===== src/rtl/mst_pkg.sv =====
package mst_pkg;

  typedef enum logic [2:0] {
    ST_PRE,
    ST_HDR,
    ST_TA1,
    ST_TA2,
    ST_DATA,
    ST_COMMIT
  } mstState_e;

  // strobes from control to datapath
  typedef struct packed {
    logic shiftIn;   // sample mdioIn into the receive shifter
    logic capHdr;    // latch port, register address and direction
    logic loadRd;    // fetch read word, start driving zero
    logic driveOut;  // launch next read bit
    logic relOe;     // release the line
    logic commit;    // write strobe toward the bank
  } mstStrobe_t;

  localparam logic [1:0] OP_READ  = 2'b10;
  localparam logic [1:0] OP_WRITE = 2'b01;

endpackage


===== src/rtl/mst_ctrl.sv =====
module mst_ctrl
  import mst_pkg::*;
#(
  parameter int PRE_LEN  = 32,
  parameter int DATA_W   = 16,
  parameter int HDR_BITS = 13
) (
  input  logic       mdc,
  input  logic       rstN,
  input  logic       mdioIn,
  input  logic       hdrOk,
  input  logic       isRead,
  output mstStrobe_t strobe
);

  localparam int CNT_W  = $clog2((DATA_W > HDR_BITS) ? DATA_W : HDR_BITS);
  localparam int ONES_W = $clog2(PRE_LEN + 1);

  mstState_e          state, nextState;
  logic [CNT_W-1:0]   bitCnt;
  logic [ONES_W-1:0]  onesCnt;
  logic               hdrLast, dataLast, preambleDone;

  assign hdrLast      = (bitCnt == CNT_W'(HDR_BITS - 1));
  assign dataLast     = (bitCnt == CNT_W'(DATA_W - 1));
  assign preambleDone = (onesCnt >= ONES_W'(PRE_LEN));

  always_comb begin
    nextState = state;
    strobe    = '0;
    unique case (state)
      ST_PRE: begin
        if (!mdioIn && preambleDone) nextState = ST_HDR;
      end
      ST_HDR: begin
        strobe.shiftIn = 1'b1;
        if (hdrLast) begin
          if (hdrOk) begin
            strobe.capHdr = 1'b1;
            nextState     = ST_TA1;
          end else begin
            nextState = ST_PRE;
          end
        end
      end
      ST_TA1: begin
        if (isRead) begin
          strobe.loadRd = 1'b1;
          nextState     = ST_TA2;
        end else begin
          nextState = mdioIn ? ST_TA2 : ST_PRE;
        end
      end
      ST_TA2: begin
        if (isRead) begin
          strobe.driveOut = 1'b1;
          nextState       = ST_DATA;
        end else begin
          nextState = mdioIn ? ST_PRE : ST_DATA;
        end
      end
      ST_DATA: begin
        if (isRead) begin
          if (dataLast) begin
            strobe.relOe = 1'b1;
            nextState    = ST_PRE;
          end else begin
            strobe.driveOut = 1'b1;
          end
        end else begin
          strobe.shiftIn = 1'b1;
          if (dataLast) nextState = ST_COMMIT;
        end
      end
      ST_COMMIT: begin
        strobe.commit = 1'b1;
        nextState     = ST_PRE;
      end
      default: nextState = ST_PRE;
    endcase
  end

  always_ff @(posedge mdc or negedge rstN) begin
    if (!rstN) begin
      state   <= ST_PRE;
      bitCnt  <= '0;
      onesCnt <= '0;
    end else begin
      state  <= nextState;
      bitCnt <= (nextState != state) ? '0 : bitCnt + 1'b1;
      if (state == ST_PRE && mdioIn) begin
        if (!preambleDone) onesCnt <= onesCnt + 1'b1;
      end else begin
        onesCnt <= '0;
      end
    end
  end

  // header parsing begins only after a full preamble
  a_r1_full_preamble: assert property (@(posedge mdc) disable iff (!rstN)
    (state == ST_HDR && $past(state) == ST_PRE) |-> $past(onesCnt) >= ONES_W'(PRE_LEN));

  // write data phase only after a 1-0 turnaround
  a_r6_write_turnaround: assert property (@(posedge mdc) disable iff (!rstN)
    (state == ST_DATA && $past(state) == ST_TA2 && !isRead) |-> !$past(mdioIn));

  // strobe lasts one cycle and follows a write data phase
  a_r9_commit_single: assert property (@(posedge mdc) disable iff (!rstN)
    strobe.commit |=> !strobe.commit);
  a_r9_commit_after_data: assert property (@(posedge mdc) disable iff (!rstN)
    strobe.commit |-> ($past(state) == ST_DATA && !isRead));

endmodule


===== src/rtl/mst_dpath.sv =====
module mst_dpath
  import mst_pkg::*;
#(
  parameter int DATA_W   = 16,
  parameter int ADDR_W   = 5,
  parameter int PORT_W   = 2,
  parameter int HDR_BITS = 13
) (
  input  logic                     mdc,
  input  logic                     rstN,
  input  logic                     mdioIn,
  input  logic [ADDR_W-PORT_W-1:0] phyStrap,
  input  mstStrobe_t               strobe,
  input  logic [DATA_W-1:0]        regRdata,
  output logic                     hdrOk,
  output logic                     isRead,
  output logic [PORT_W-1:0]        regPort,
  output logic [ADDR_W-1:0]        regAddr,
  output logic [DATA_W-1:0]        regWdata,
  output logic                     mdioOut,
  output logic                     mdioOe
);

  localparam int OE_SPAN = DATA_W + 1;
  localparam int OE_W    = $clog2(OE_SPAN + 1);

  logic [DATA_W-1:0]   shiftReg, rdShift;
  logic [HDR_BITS-1:0] hdrVec;
  logic                stBit;
  logic [1:0]          opField;
  logic [ADDR_W-1:0]   phyField, regField;

  // header layout, oldest bit highest: start tail, opcode, device, register
  assign hdrVec   = {shiftReg[HDR_BITS-2:0], mdioIn};
  assign stBit    = hdrVec[HDR_BITS-1];
  assign opField  = hdrVec[HDR_BITS-2 -: 2];
  assign phyField = hdrVec[2*ADDR_W-1 -: ADDR_W];
  assign regField = hdrVec[ADDR_W-1:0];

  assign hdrOk = stBit
              && (opField == OP_READ || opField == OP_WRITE)
              && (phyField[ADDR_W-1:PORT_W] == phyStrap);

  assign regWdata = shiftReg;

  always_ff @(posedge mdc or negedge rstN) begin
    if (!rstN) begin
      shiftReg <= '0;
      rdShift  <= '0;
      regPort  <= '0;
      regAddr  <= '0;
      isRead   <= 1'b0;
      mdioOut  <= 1'b1;
      mdioOe   <= 1'b0;
    end else begin
      if (strobe.shiftIn) shiftReg <= {shiftReg[DATA_W-2:0], mdioIn};
      if (strobe.capHdr) begin
        regPort <= phyField[PORT_W-1:0];
        regAddr <= regField;
        isRead  <= (opField == OP_READ);
      end
      if (strobe.loadRd) begin
        rdShift <= regRdata;
        mdioOe  <= 1'b1;
        mdioOut <= 1'b0;
      end
      if (strobe.driveOut) begin
        mdioOut <= rdShift[DATA_W-1];
        rdShift <= {rdShift[DATA_W-2:0], 1'b0};
      end
      if (strobe.relOe) begin
        mdioOe  <= 1'b0;
        mdioOut <= 1'b1;
      end
    end
  end

  // checker-only count of consecutive driven cycles
  logic [OE_W-1:0] oeCnt;
  always_ff @(posedge mdc or negedge rstN) begin
    if (!rstN)       oeCnt <= '0;
    else if (mdioOe) oeCnt <= oeCnt + 1'b1;
    else             oeCnt <= '0;
  end

  // the line is only ever driven for a read
  a_r3_drive_on_read: assert property (@(posedge mdc) disable iff (!rstN)
    mdioOe |-> isRead);

  // the first driven period carries a zero
  a_r7_ta_zero: assert property (@(posedge mdc) disable iff (!rstN)
    $rose(mdioOe) |-> !mdioOut);

  // driven window never exceeds, and always equals, 17 periods
  a_r8_oe_bound: assert property (@(posedge mdc) disable iff (!rstN)
    mdioOe |-> oeCnt < OE_W'(OE_SPAN));
  a_r8_oe_span: assert property (@(posedge mdc) disable iff (!rstN)
    $fell(mdioOe) |-> oeCnt == OE_W'(OE_SPAN));

endmodule


===== src/rtl/mgmt_serial_target.sv =====
module mgmt_serial_target
  import mst_pkg::*;
#(
  parameter int PRE_LEN = 32,
  parameter int DATA_W  = 16,
  parameter int ADDR_W  = 5
) (
  input  logic              mdc,
  input  logic              rstN,
  input  logic              mdioIn,
  output logic              mdioOut,
  output logic              mdioOe,
  input  logic [2:0]        phyStrap,
  output logic [1:0]        regPort,
  output logic [ADDR_W-1:0] regAddr,
  output logic [DATA_W-1:0] regWdata,
  output logic              regWe,
  input  logic [DATA_W-1:0] regRdata
);

  localparam int PORT_W   = ADDR_W - 3;
  localparam int HDR_BITS = 2 * ADDR_W + 3;

  mstStrobe_t strobe;
  logic       hdrOk, isRead;

  mst_ctrl #(
    .PRE_LEN (PRE_LEN),
    .DATA_W  (DATA_W),
    .HDR_BITS(HDR_BITS)
  ) uCtrl (
    .mdc   (mdc),
    .rstN  (rstN),
    .mdioIn(mdioIn),
    .hdrOk (hdrOk),
    .isRead(isRead),
    .strobe(strobe)
  );

  mst_dpath #(
    .DATA_W  (DATA_W),
    .ADDR_W  (ADDR_W),
    .PORT_W  (PORT_W),
    .HDR_BITS(HDR_BITS)
  ) uDpath (
    .mdc     (mdc),
    .rstN    (rstN),
    .mdioIn  (mdioIn),
    .phyStrap(phyStrap),
    .strobe  (strobe),
    .regRdata(regRdata),
    .hdrOk   (hdrOk),
    .isRead  (isRead),
    .regPort (regPort),
    .regAddr (regAddr),
    .regWdata(regWdata),
    .mdioOut (mdioOut),
    .mdioOe  (mdioOe)
  );

  assign regWe = strobe.commit;

  // write strobe never overlaps a driven line
  a_r9_no_drive_on_commit: assert property (@(posedge mdc) disable iff (!rstN)
    regWe |-> !mdioOe);

endmodule


===== config.mk =====
export PLATFORM = sky130hd
export DESIGN_NAME = mgmt_serial_target
export DESIGN_NICKNAME = d
export VERILOG_FILES = /design/src/rtl/mst_pkg.sv /design/src/rtl/mst_ctrl.sv /design/src/rtl/mst_dpath.sv /design/src/rtl/mgmt_serial_target.sv
export SDC_FILE = /design/constraint.sdc
export NUM_CORES = 1
export LEC_CHECK = 0
export BUFFER_PORTS_ARGS = -buffer_cell sky130_fd_sc_hd__buf_2
export CORE_UTILIZATION = 59
export DETAILED_ROUTE_END_ITERATION = 10
export PLACE_DENSITY = 0.84
export REMOVE_ABC_BUFFERS = 1
export SETUP_SLACK_MARGIN = 0.02
export SYNTH_ARGS = -nofsm -noshare
export SYNTH_HDL_FRONTEND = slang
export SYNTH_HIERARCHICAL = 1
export SYNTH_SLANG_ARGS = --single-unit

===== constraint.sdc =====
create_clock -name mdc -period 3.9 [get_ports mdc]
set_clock_uncertainty 0.1 [all_clocks]
set_input_delay 0.195 -clock mdc [delete_from_list [all_inputs] [get_ports mdc]]
set_output_delay 0.195 -clock mdc [all_outputs]
set_load 0.05 [all_outputs]

Yosys cells after proc, flatten, opt, wreduce, memory -nomap -nowiden:

Cells that the tools add are included.

* reductions and logical operators: 10
* add/subtract/negate cells: 2
* eq/ne operators: 12
* multiplexer cells: 34
* $lt $le $gt $ge: 1

Operators with widths (count)
* $mux 16: 2
* $mux 3: 8
* $mux 1: 15
* $pmux 3 s5: 1
* $mux 6: 2
* $eq 4x4->1 const B: 2
* $add 6x1->6 const B: 1
* $eq 3x2->1 const B: 2
* $eq 3x3->1 const B: 2
* $ge 6x6->1 const B: 1
* $mux 2: 3
* $add 4x1->4 const B: 1
* $logic_and 1x1->1: 4
* $mux 4: 1
* $pmux 1 s2: 2
* $reduce_bool 2->1: 2
* $eq 3x1->1 const B: 1
* $eq 3x3->1: 1
* $logic_not 3->1: 1
* $ne 3x3->1: 1
* $reduce_bool 3->1: 1
* $eq 2x1->1 const B: 1
* $eq 2x2->1 const B: 1
* $ne 2x2->1 const B: 1
* 2 further kinds: 2

* output and inout bits: 26
* flip-flop bits (word level): 55

Depth between registers and ports, before layout:

Gate-level depths: netlist of the first run.

* depth in word-level cells: 9
* gate-level depth with buffers: 8
* mapped depth without buffers: 8

Modules after synthesis:

The synthesis of the first run kept the hierarchy.

By module, submodules not included
* mst_dpath: times used 1, area an instance 1794.2 um^2, cells an instance 133
* mst_ctrl: times used 1, area an instance 828.3 um^2, cells an instance 90

Worst setup path before layout of the first run:

OpenSTA, ideal clock, no wires.

* path kind: reg2reg
* from: register uDpath.shiftReg[9] (netlist: uDpath/regWdata[9])
* to: register uDpath.regAddr[0]
* path slack: 1.503 ns
* buffers on the path: 1
* clock period less this slack: 2.397 ns
* cell stages (with the launch flop): 9
* arrival time: 2.173 ns
* cells stage by stage: dfrtp_1 inv_1 ha_1 nand2b_1 nor4_1 nand4_1 nor3_1 buf_2 mux2_2

RTL lines
* start, declared: RTL line mst_dpath.sv:27 `logic [DATA_W-1:0] shiftReg, rdShift;`
* start signal, assigned: RTL line mst_dpath.sv:56 `if (strobe.shiftIn) shiftReg <= {shiftReg[DATA_W-2:0], mdioIn};`
* end signal, assigned: RTL line mst_dpath.sv:59 `regAddr <= regField;`
* end, declared: RTL line mst_dpath.sv:18 `output logic [ADDR_W-1:0] regAddr,`

==> reports/metrics.yaml, run 1 <==
outcome:
  outcome: "complete, no violations"
drt:
  dr.first_iter.drc_count: 98
  detail_route.wirelength_um: 4760
  drc: 0
  antenna_left: 0
  drt_pass1_iterations: 4
  dr_total_vias: 1771
  routedWlPerCell_um: 14.9
  vias_per_cell: 5.53
sta:
  timing.final.max_slew_violations: 0
  final_report_setup_violation_count: 0
  final_critical_period_ns: 2.53
  maxSlewHeadroom_pct: 31.7
  final-hold-violation-count: 0
  fmax_ghz: 0.395
  max_slew.worst_pin.slew_ns: 1.02
  setup_ws_ns: 1.37
  rsz_0062_raised_after_global_routing: "no"
  layout_worst_path_cycle_share_pct: 65.0
  tns_ns: 0
critical_path:
  timing.critical_path.arrival_ns: 2.67
  r2r_setup_slack_ns: 1.37
  cp-end-kind: "flop"
  critical_path_origin: "uCtrl/state[1]"
  worstReg2RegStart: "uCtrl/state[1]"
  worst_ep_required_time_ns: 4.03
  worstPathCellList: "or2b_2, nor2_1, o2bb2ai_1, and2_1, nor2_1, a221o_1"
  timing.reg2reg.worst_path_depth: 6
  crit_top_cell: "sky130_fd_sc_hd__nor2_1"
  timing.critical_path.slowest_stage_cell: "sky130_fd_sc_hd__and2_1"
  critPathMaxFanout: 33
  startpoint_type: "flop"
  setup.worst_path.class: "flop to flop"
  critical-path-max-stage-delay_ns: 0.74
  worstReg2RegEnd: "uDpath/mdioOut"
  critical_path.endpoint: "uDpath/mdioOut"
flow_run:
  cap_viol_max_count: 0
die:
  io_pins: 48
  die_wd_um: 68.7
  fp-row-count: 23
  initial_core_util_pct: 63.3
  core_region_area_um2: 4140
  die_h_um: 68.7
  die_area_um2: 4720
power_and_ir_drop:
  power.leakage_nw: 1.37
  power.density_cell_area_nw_per_um2: 350
  irDropWorstVdd_uv: 253
synthesis:
  post_synth_num_cell_types: 41
  synth-warning-count: 6
  netlist_instances: 223
  synth-seq-area-share_pct: 52.5
  ys_ff_latch: 55
  syn_area_um2: 2620
  postSynthAreaPerCell_um2: 11.8
clock_tree:
  cts_tree: "done"
  post-cts-setup-buffer-count: 0
  cts.sink_count: 55
  clock_tree.htree_level_count: 2
  cts_max_path_buffers: 2
  clock_tree.root_cell: "sky130_fd_sc_hd__clkbuf_8"
  tritoncts.num_buffers: 5
  cts_resized: 0
  register_clock_pin_slew_on_the_reported_worst_setup_and_hold_paths_ns: 0.10
  number_of_hold_repair_buffers_added_at_the_cts_stage: 1
  worst_skew_pair.late_latency_ns: 0.30
place:
  port_buffers: 47
  place_ws_ns: 1.37
  gpl.final_weighted_congestion: 0.886
  hpwl_um: 3300
  place_inst: 311
  dpl_cell_area_um2: 2840
grt:
  grt_antenna_before_repair: 0
  gr-usage-all-layers_pct: 22.2
  grt_pass1_vias: 1625
  grt_remaining_overflow: 0
  global_route_wire_length_before_repair_um: 7610
  grt_max_degree: 56
hold_path:
  whs_path_depth: 3
  hp-class: "primary input to flop"
layout:
  finish.cell_count_without_fillers: 320
  regArea_um2: 1380
  multi_input_comb_area_um2: 1120
  area_growth_pct: 13.7
  fill_cells: 318
  finish.net_count: 296
  antenna_cells: 0
  final_layout_size_suffix_gt1_share_pct: 31.9
  stdcell_area_um2: 2980
## through the flow
stage / hold slack [ns] / utilization [%] / power, mW
after floorplan: -0.201 / - / 0.594
after global placement: 0.258 / 68.4 / 0.619
after detailed placement: 0.265 / 68.4 / 0.620
after CTS: 0.0561 / 72.0 / 1.06
after global routing: 0.0782 / 72.0 / 1.08
final: 0.0584 / 72.0 / 1.04
## where the power goes
group	switching [mW]	total, mW	internal (mW)
Clock	0.178	0.434	0.256
Sequential	0.00299	0.575	0.572
Combinational	0.0201	0.0335	0.0134
Total	0.201	1.04	0.842
## registers in the layout, indices dropped and copies added (netlist names)
signal / cells
uDpath/rdShift: 16
uDpath/regWdata: 16
uCtrl/onesCnt: 6
uDpath/regAddr: 5
uCtrl/bitCnt: 4
uCtrl/state: 3
uDpath/regPort: 2
uDpath/isRead: 1
uDpath/mdioOe: 1
uDpath/mdioOut: 1
## placed cells by master (no fill, tap or decap), types with 6 or more instances in the layout
cell                      count
sky130_fd_sc_hd__xor2_1       6
sky130_fd_sc_hd__buf_2       47
sky130_fd_sc_hd__nand2_1     19
sky130_fd_sc_hd__nor2_1      18
sky130_fd_sc_hd__o21ai_1      8
sky130_fd_sc_hd__mux2i_1     17
sky130_fd_sc_hd__mux2_4       8
sky130_fd_sc_hd__inv_1        8
sky130_fd_sc_hd__mux2_2      15
sky130_fd_sc_hd__o21ai_0     11
sky130_fd_sc_hd__dfrtp_1     54
## kinds of logic (layout without fill, tap and decap cells)
kind of cell    Yosys count  count (layout)  synth area share (%)
simple gates             63              63                  12.1
flops                    55              55                  52.5
fa+ha+maj                 5               5                  2.39
mux                      40              40                  17.5
compound gates           33              33                  7.73
xor+xnor                  8               8                  2.67
buf+inv                  19              66                  5.06
## area by class of cell
| cell class | instances | share of cell area, % |
|---|---|---|
| Tap cell | 50 | 2.10 |
| Inverter | 8 | 1.01 |
| Multi-Input combinational cell | 149 | 37.4 |
| Clock buffer | 5 | 2.31 |
| Sequential cell | 55 | 46.2 |
| Timing Repair Buffer | 50 | 8.72 |
| Clock inverter | 3 | 2.27 |
## layer usage
metal  global-route usage, %  wire length, um  up-vias  share of wire, %
li1                        -                -      863                 -
met1                    29.7             2160      861                45
met2                    36.9             2380       45                50
met3                    4.28              201        2               4.2
met4                    5.73               17        0              0.36
met5                       0                0        -                 0
## synthesized netlist by cell type (all sizes together)
master | instances | area (um^2)
buf | 10 | 98.8
o31ai | 2 | 15.0
o21ai | 19 | 95.1
nor4 | 4 | 25.0
or3 | 2 | 12.5
nand3b | 1 | 7.51
nand3 | 4 | 20.0
nor2 | 18 | 67.6
mux2 | 23 | 289
mux2i | 17 | 170
o21a | 1 | 7.51
xor2 | 6 | 52.6
a311o | 1 | 10.0
a21oi | 6 | 30.0
nand4 | 2 | 12.5
nand2 | 19 | 71.3
nor4b | 1 | 15.0
ha | 5 | 62.6
nor3 | 3 | 15.0
dfrtp | 54 | 1350
and2 | 1 | 6.26
and3 | 1 | 6.26
o2bb2ai | 1 | 8.76
a221o | 1 | 10.0
nor2b | 2 | 12.5
o41ai | 1 | 8.76
clkbuf | 1 | 3.75
nand2b | 2 | 20.0
o31a | 1 | 17.5
dfstp | 1 | 26.3
nor3b | 1 | 7.51
xnor2 | 2 | 17.5
inv | 8 | 30.0
or4b | 1 | 10.0
or2b | 1 | 8.76
## how the worst min path moves through the flow
stage / slack, ns / from / end
2_1_floorplan: -0.20 / rstN / uCtrl/bitCnt[0]
3_3_place_gp: 0.26 / rstN / uDpath/rdShift[15]
3_5_place_dp: 0.27 / rstN / uDpath/rdShift[14]
4_1_cts: 0.06 / regRdata[0] / uDpath/rdShift[0]
5_1_grt: 0.08 / regRdata[0] / uDpath/rdShift[0]
6_report: 0.06 / regRdata[0] / uDpath/rdShift[0]
## worst max-delay path, delay by kind of cell (launching register included)
kind               cells  cell delay (ns)
and+or+nand+nor        4             1.39
AOI/OAI and AO/OA      2             0.47
DFF                    1             0.52
Power figures use the tool's default switching activity.
==> inputs of run 2 (changes only) <==
--- a/config.mk
+++ b/config.mk
@@ -6,9 +6,9 @@
 export NUM_CORES = 1
 export LEC_CHECK = 0
 export BUFFER_PORTS_ARGS = -buffer_cell sky130_fd_sc_hd__buf_2
-export CORE_UTILIZATION = 59
+export CORE_UTILIZATION = 55
 export DETAILED_ROUTE_END_ITERATION = 10
-export PLACE_DENSITY = 0.84
+export PLACE_DENSITY = 0.79
 export REMOVE_ABC_BUFFERS = 1
 export SETUP_SLACK_MARGIN = 0.02
 export SYNTH_ARGS = -nofsm -noshare
==> constraint.sdc (replaced) <==
create_clock -name mdc -period 2.4 [get_ports mdc]
set_clock_uncertainty 0.1 [all_clocks]
set_input_delay 0.12 -clock mdc [delete_from_list [all_inputs] [get_ports mdc]]
set_output_delay 0.12 -clock mdc [all_outputs]
set_load 0.05 [all_outputs]
==> run 2 against run 1 <==
The flow now finishes with violations (design-rule violations). Sequential share of layout area shrank 1.7 points. Maximum frequency grew 16%. Combinational power grew 99%. Clock power grew 40%. Final cell count grew 5.3%. Register-to-register slack lost 1.2 ns. First-iteration DRC count grew 1.0%. Largest cell class unchanged.
==> reports/metrics.yaml, run 2 (synthesis gave the netlist of run 1 again) <==
outcome:
  outcome: "finished, violations left"
  violations_in_the_final_reports: "design-rule violations"
power_and_ir_drop:
  power.share.clock_pct: 37.8  # -3.8 points
  report.power.total_mw: 1.61  # +54%
  comb_power_share_pct: 4.1  # +0.9 points
  power.leakage_nw: 1.43  # +4.5%
  sequentialPowerShare_pct: 58.1  # +2.9 points
  irDropWorstVdd_uv: 328  # +29%
  power.density_cell_area_nw_per_um2: 520  # +49%
  power.share.switching_pct: 20.6  # +1.3 points
  internal_power_mw: 1.28  # +52%
  net-switching-power_mw: 0.331  # +64%
flow_run:
  cap_viol_max_count: 0  # unchanged
clock_tree:
  register_clock_pin_slew_on_the_reported_worst_setup_and_hold_paths_ns: 0.09  # about the same
  worst_skew_pair.late_latency_ns: 0.31  # about the same
  post-cts-setup-buffer-count: 0  # unchanged
  tritoncts.num_buffers: 5  # unchanged
  clock_tree.root_cell: "sky130_fd_sc_hd__clkbuf_8"
  cts_max_path_buffers: 2  # unchanged
  cts_tree: "done"
  cts.sink_count: 55  # unchanged
  clock_tree.htree_level_count: 2  # unchanged
die:
  die_wd_um: 71.1  # +3.5%
  core_region_area_um2: 4470  # +8.0%
  die_h_um: 71.1  # +3.5%
  io_pins: 48  # unchanged
  die_area_um2: 5050  # +7.1%
  initial_core_util_pct: 58.6  # -4.7 points
  fp-row-count: 24  # +4.3%
layout:
  utilization_pct: 69.2  # -2.8 points
  antenna_cells: 0  # unchanged
  area_growth_pct: 18.0
  finish.net_count: 311  # +5.1%
  final_layout_size_suffix_gt1_share_pct: 31.9  # +0.078 points
  most_common_library_cell_in_the_layout_ignoring_fill_and_taps: "sky130_fd_sc_hd__dfrtp_1"
  layout_common_cells: "54 x sky130_fd_sc_hd__dfrtp_1, 47 x sky130_fd_sc_hd__buf_2, 19 x sky130_fd_sc_hd__nand2_1, 18 x sky130_fd_sc_hd__nor2_1, 17 x sky130_fd_sc_hd__mux2i_1"
  fill_cells: 335  # +5.3%
drt:
  dr.first_iter.drc_count: 99  # +1.0%
  dr_total_vias: 1822  # +2.9%
  detail_route.wirelength_um: 4710  # -1.1%
  antenna_left: 0  # unchanged
  drt_pass1_iterations: 7  # +3
  vias_per_cell: 5.41  # -2.3%
  routedWlPerCell_um: 14.0  # -6.0%
  drc: 6  # +6
critical_path:
  worst_ep_required_time_ns: 2.50  # -1.53 ns
  worstReg2RegStart: "uDpath/regWdata[9]"
  critical_path_origin: "uDpath/regWdata[9]"
  critical-path-max-stage-delay_ns: 0.38  # -0.36 ns
  worstPathCellList: "inv_1, ha_1, nand2b_1, nor4_1, nand4_1, nor3_1, buf_4, mux2_2"
  startpoint_type: "flop"
  critPathMaxFanout: 8  # -76%
  setup.worst_path.class: "flop to flop"
  cp-end-kind: "flop"
  timing.critical_path.arrival_ns: 2.29  # -0.38 ns
  timing.critical_path.slowest_stage_cell: "sky130_fd_sc_hd__dfrtp_1"
sta:
  fmax_ghz: 0.456  # +16%
  timing.final.max_slew_violations: 0  # unchanged
  final_critical_period_ns: 2.19  # -0.342 ns
  final_report_setup_violation_count: 0  # unchanged
  final-hold-violation-count: 0  # unchanged
  rsz_0062_raised_after_global_routing: "no"
  layout_worst_path_cycle_share_pct: 91.4  # +26 points
  max_slew.worst_pin.slew_ns: 0.557  # -0.467 ns
  holdWs_ns: 0.0147  # -0.0437 ns
  tns_ns: 0  # unchanged
  maxSlewHeadroom_pct: 62.4  # +31 points
grt:
  grt_pass1_vias: 1748  # +7.6%
  grt_antenna_before_repair: 0  # unchanged
  grt_remaining_overflow: 0  # unchanged
  global_route_wire_length_before_repair_um: 7910  # +3.9%
  grt_max_degree: 23  # -59%
  gr-usage-all-layers_pct: 20.2  # -1.9 points
hold_path:
  worst_hold_path_startpoint: "regRdata[6]"
  hp-class: "primary input to flop"
place:
  hpwl_um: 3330  # +0.94%
  port_buffers: 47  # unchanged
  gpl.final_weighted_congestion: 0.837  # -5.5%
==> run 2: path summary, 6_finish.rpt <==
check / slack (ns) / depth (start not counted) / endpoint
setup / recovery: 0.21 / 8 / uDpath/regAddr[0]
hold reg to reg: 0.39 / 2 / uDpath/rdShift[12]
hold / removal: 0.01 / 3 / uDpath/rdShift[6]
max in group asynchronous: 1.41 / 3 / uCtrl/state[2]
setup reg to reg: 0.21 / 8 / uDpath/regAddr[0]
min in group asynchronous: 0.16 / 2 / uDpath/rdShift[15]
==> run 2: layout make-up <==
cell class | count | area (um^2) | share of cell area [%]
multi-input cells | 149 | 1120 | 36.1
well taps | 52 | 65.1 | 2.10
flip-flops and latches | 55 | 1380 | 44.5
clock inverters | 2 | 38.8 | 1.25
clock buffers | 6 | 72.6 | 2.34
inverters | 8 | 30.0 | 0.970
repair buffers | 65 | 395 | 12.8
==> run 2: metal layers <==
metal | up-vias | track usage (%) | part of all wire (%) | wire (um)
li1 | 891 | - | - | -
met1 | 873 | 26.8 | 45 | 2120
met2 | 51 | 33.1 | 49 | 2300
met3 | 7 | 4.84 | 4.8 | 225
met4 | 0 | 6.44 | 1.3 | 62
met5 | - | 0 | 0 | 0
==> run 2: power by group through the flow <==
stage                     clock network [mW]  registers (mW)  logic, mW
final                                  0.607           0.934     0.0667
after detailed placement                   0           0.953     0.0560
after CTS                              0.628           0.934     0.0686
after floorplan                            0           0.952     0.0136
after global placement                     0           0.952     0.0540
after global routing                   0.659           0.936     0.0762
==> run 2: stage by stage <==
step	area (um^2)	instances	setup WS (ns)
final	3100	337	0.207
after global routing	3100	337	0.0996
after CTS	3100	337	0.204
after detailed placement	2880	319	0.225
after global placement	2880	319	0.324
after floorplan	2520	212	-0.353
==> run 2: worst max-delay path, delay by kind of cell (launching register included) <==
family | cells | cell delay [ns]
fa+ha+maj | 1 | 0.28
buf+inv | 2 | 0.27
mux | 1 | 0.35
flops | 1 | 0.38
simple gates | 4 | 0.70
==> run 2: repair_timing <==
action | CTS | global route
endpoints found under the setup margin | 0 | 0
hold buffers | 10 | 0
gates resized for setup | 0 | 0
hold endpoints to repair | 27 | 0
==> inputs of run 3 (changes only) <==
--- a/config.mk
+++ b/config.mk
@@ -8,9 +8,10 @@
 export BUFFER_PORTS_ARGS = -buffer_cell sky130_fd_sc_hd__buf_2
 export CORE_UTILIZATION = 55
 export DETAILED_ROUTE_END_ITERATION = 10
+export HOLD_SLACK_MARGIN = 0.02
 export PLACE_DENSITY = 0.79
 export REMOVE_ABC_BUFFERS = 1
-export SETUP_SLACK_MARGIN = 0.02
+export SETUP_SLACK_MARGIN = 0.4
 export SYNTH_ARGS = -nofsm -noshare
 export SYNTH_HDL_FRONTEND = slang
 export SYNTH_HIERARCHICAL = 1
==> run 3 against run 2 <==
The flow still finishes with violations (design-rule violations). Setup slack improved by 0.016 ns. Critical path depth unchanged. Via count increased by 4.6%. Register-to-register slack improved by 0.02 ns. Routed wire length increased by 8.5%. Hold slack improved by 0.0022 ns. Die area unchanged. Global-route usage increased by 0.37 points. Combinational power increased by 3%. Core utilization increased by 4.2 points. Critical path type unchanged. Critical endpoint is now uDpath/regPort[0]. Largest power group unchanged.
==> reports/metrics.yaml, run 3 (synthesis gave the netlist of run 1 again) <==
drt:
  drc: 6  # unchanged
  antenna_left: 0  # unchanged
  detailroute.wirelength.met3_um: 264  # +17%
  drt_pass1_iterations: 7  # unchanged
  dr_total_vias: 1905  # +4.6%
  route.layer.met1.wl_um: 2280  # +7.7%
  vias_per_cell: 5.46  # +0.96%
  detail_route.wirelength_um: 5110  # +8.5%
  highest_layer: "met4"
  routedWlPerCell_um: 14.6  # +4.7%
  wl_met2_um: 2450  # +6.2%
  dr.first_iter.drc_count: 139  # +40%
critical_path:
  timing.reg2reg.worst_path_depth: 8  # unchanged
  worstReg2RegStart: "uDpath/regWdata[9]"
  timing.critical_path.arrival_ns: 2.28  # about the same
  r2r_setup_slack_ns: 0.22  # +0.02 ns
  worst_ep_required_time_ns: 2.50  # about the same
  critPathMaxFanout: 8  # unchanged
  setup.worst_path.class: "flop to flop"
  cp-end-kind: "flop"
  worstReg2RegEnd: "uDpath/regPort[0]"
  critical_path_origin: "uDpath/regWdata[9]"
  startpoint_type: "flop"
hold_path:
  whs_path_depth: 3  # unchanged
  holdPathEnd: "uDpath/rdShift[1]"
  hp-class: "primary input to flop"
  worst_hold_path_startpoint: "regRdata[1]"
layout:
  most_common_library_cell_in_the_layout_ignoring_fill_and_taps: "sky130_fd_sc_hd__dfrtp_1"
  finish.net_count: 323  # +3.9%
  fill_cells: 294  # -12%
  antenna_cells: 0  # unchanged
  final_layout_size_suffix_gt1_share_pct: 37.7  # +5.8 points
  area_growth_pct: 25.1
  layout_common_cells: "52 x sky130_fd_sc_hd__dfrtp_1, 47 x sky130_fd_sc_hd__buf_2, 19 x sky130_fd_sc_hd__nand2_1, 17 x sky130_fd_sc_hd__nor2_1, 17 x sky130_fd_sc_hd__mux2i_1"
  utilization_pct: 73.4  # +4.2 points
  finish.cell_count_without_fillers: 349  # +3.6%
die:
  die_wd_um: 71.1  # unchanged
  die_area_um2: 5050  # unchanged
  initial_core_util_pct: 58.6  # unchanged
  fp-row-count: 24  # unchanged
  die_h_um: 71.1  # unchanged
  core_region_area_um2: 4470  # unchanged
  io_pins: 48  # unchanged
sta:
  tns_ns: 0  # unchanged
  setup_ws_ns: 0.224  # +0.0161 ns
  max_slew.worst_pin.slew_ns: 0.416  # -0.141 ns
  timing.final.max_slew_violations: 0  # unchanged
  rsz_0062_raised_after_global_routing: "yes"
  maxSlewHeadroom_pct: 72.3  # +9.8 points
  fmax_ghz: 0.459  # +0.74%
  final-hold-violation-count: 0  # unchanged
  layout_worst_path_cycle_share_pct: 90.7  # -0.67 points
  final_critical_period_ns: 2.18  # -0.0161 ns
  final_report_setup_violation_count: 0  # unchanged
flow_run:
  cap_viol_max_count: 0  # unchanged
clock_tree:
  tritoncts.num_buffers: 5  # unchanged
  cts_tree: "done"
  clock_tree.htree_level_count: 2  # unchanged
  cts_max_path_buffers: 2  # unchanged
  worst_skew_pair.late_latency_ns: 0.31  # about the same
  register_clock_pin_slew_on_the_reported_worst_setup_and_hold_paths_ns: 0.09  # about the same
  cts.sink_count: 55  # unchanged
  clock_tree.root_cell: "sky130_fd_sc_hd__clkbuf_8"
place:
  place_ws_ns: 0.225  # unchanged
  place_inst: 319  # unchanged
  hpwl_um: 3330  # unchanged
  port_buffers: 47  # unchanged
  gpl.final_weighted_congestion: 0.837  # unchanged
outcome:
  violations_in_the_final_reports: "design-rule violations"
  outcome: "finished, violations left"
grt:
  grt_max_degree: 23  # unchanged
  grt_pass1_vias: 1786  # +2.2%
  grt_antenna_before_repair: 0  # unchanged
  global_route_wire_length_before_repair_um: 8060  # +1.9%
  gr-usage-all-layers_pct: 20.6  # +0.37 points
  grt_remaining_overflow: 0  # unchanged
power_and_ir_drop:
  report.power.total_mw: 1.61  # +0.22%
  net-switching-power_mw: 0.333  # +0.73%
  internal_power_mw: 1.28  # about the same
  comb_power_share_pct: 4.2  # about the same
  power.share.switching_pct: 20.7  # +0.10 points
  power.share.clock_pct: 37.8  # about the same
  power.density_cell_area_nw_per_um2: 491  # -5.5%
  power.leakage_nw: 1.51  # +5.6%
  irDropWorstVdd_uv: 326  # -0.70%
  sequentialPowerShare_pct: 58.0  # about the same
-- run 3: cell count changes in the layout (fill, tap and decap cells not counted), moves of 2 or more --
cell / before / now
sky130_fd_sc_hd__mux2_2: 15 / 7
sky130_fd_sc_hd__mux2_4: 8 / 16
sky130_fd_sc_hd__buf_4: 8 / 15
sky130_fd_sc_hd__buf_6: 0 / 4
sky130_fd_sc_hd__dfrtp_1: 54 / 52
sky130_fd_sc_hd__dfrtp_2: 0 / 2
-- run 3: through the flow --
stage	hold WS, ns	instance area, um^2
after floorplan	-0.276	2520
after global placement	-0.0296	2880
after detailed placement	-0.0237	2880
after CTS	0.0219	3190
after global routing	0.0434	3280
final	0.0169	3280
-- run 3: critical path: stages, from the launching register on --
cell and delay, ns:
sky130_fd_sc_hd__dfrtp_1 0.40, sky130_fd_sc_hd__inv_2 0.08, sky130_fd_sc_hd__ha_4 0.20, sky130_fd_sc_hd__nand2b_4 0.13
sky130_fd_sc_hd__nor4_2 0.21, sky130_fd_sc_hd__nand4_1 0.20, sky130_fd_sc_hd__nor3_2 0.23, sky130_fd_sc_hd__buf_6 0.20
sky130_fd_sc_hd__mux2_4 0.32
-- run 3: how the worst max path moves through the flow --
stage | cells past startpoint | endpoint | slack, ns
finish | 8 | uDpath/regPort[0] | 0.22
global route | 8 | uDpath/regPort[0] | 0.14
CTS | 7 | uDpath/regPort[0] | 0.32
detailed placement | 8 | uDpath/regPort[0] | 0.22
global placement | 8 | uDpath/regAddr[2] | 0.32
floorplan | 7 | uDpath/regAddr[0] | -0.35
-- run 3: power groups by stage --
| stage | Sequential (mW) | Combinational, mW | Clock [mW] |
|---|---|---|---|
| floorplan | 0.952 | 0.0136 | 0 |
| global placement | 0.952 | 0.0540 | 0 |
| detailed placement | 0.953 | 0.0560 | 0 |
| CTS | 0.934 | 0.0699 | 0.628 |
| global route | 0.936 | 0.0782 | 0.660 |
| finish | 0.934 | 0.0684 | 0.609 |
-- run 3: per-layer routing --
layer	global-route usage (%)	up-vias
li1	-	916
met1	27.2	911
met2	34.0	65
met3	4.84	13
met4	6.44	0
met5	0	-
-- run 3: what timing repair did --
item,CTS,global route
gates resized for setup,10,14
pin swaps,4,6
setup endpoints to repair,12,37
setup buffers,6,5
hold buffers,11,0
hold endpoints to repair,28,0
-- run 3: area by class of cell --
type / count / area, um^2 / area share, %
multi-input cells: 149 / 1190 / 36.3
clock buffers: 6 / 72.6 / 2.21
inverters: 8 / 30.0 / 0.915
clock inverters: 2 / 38.8 / 1.18
flip-flops and latches: 55 / 1380 / 42.1
repair buffers: 77 / 503 / 15.3
well taps: 52 / 65.1 / 1.98
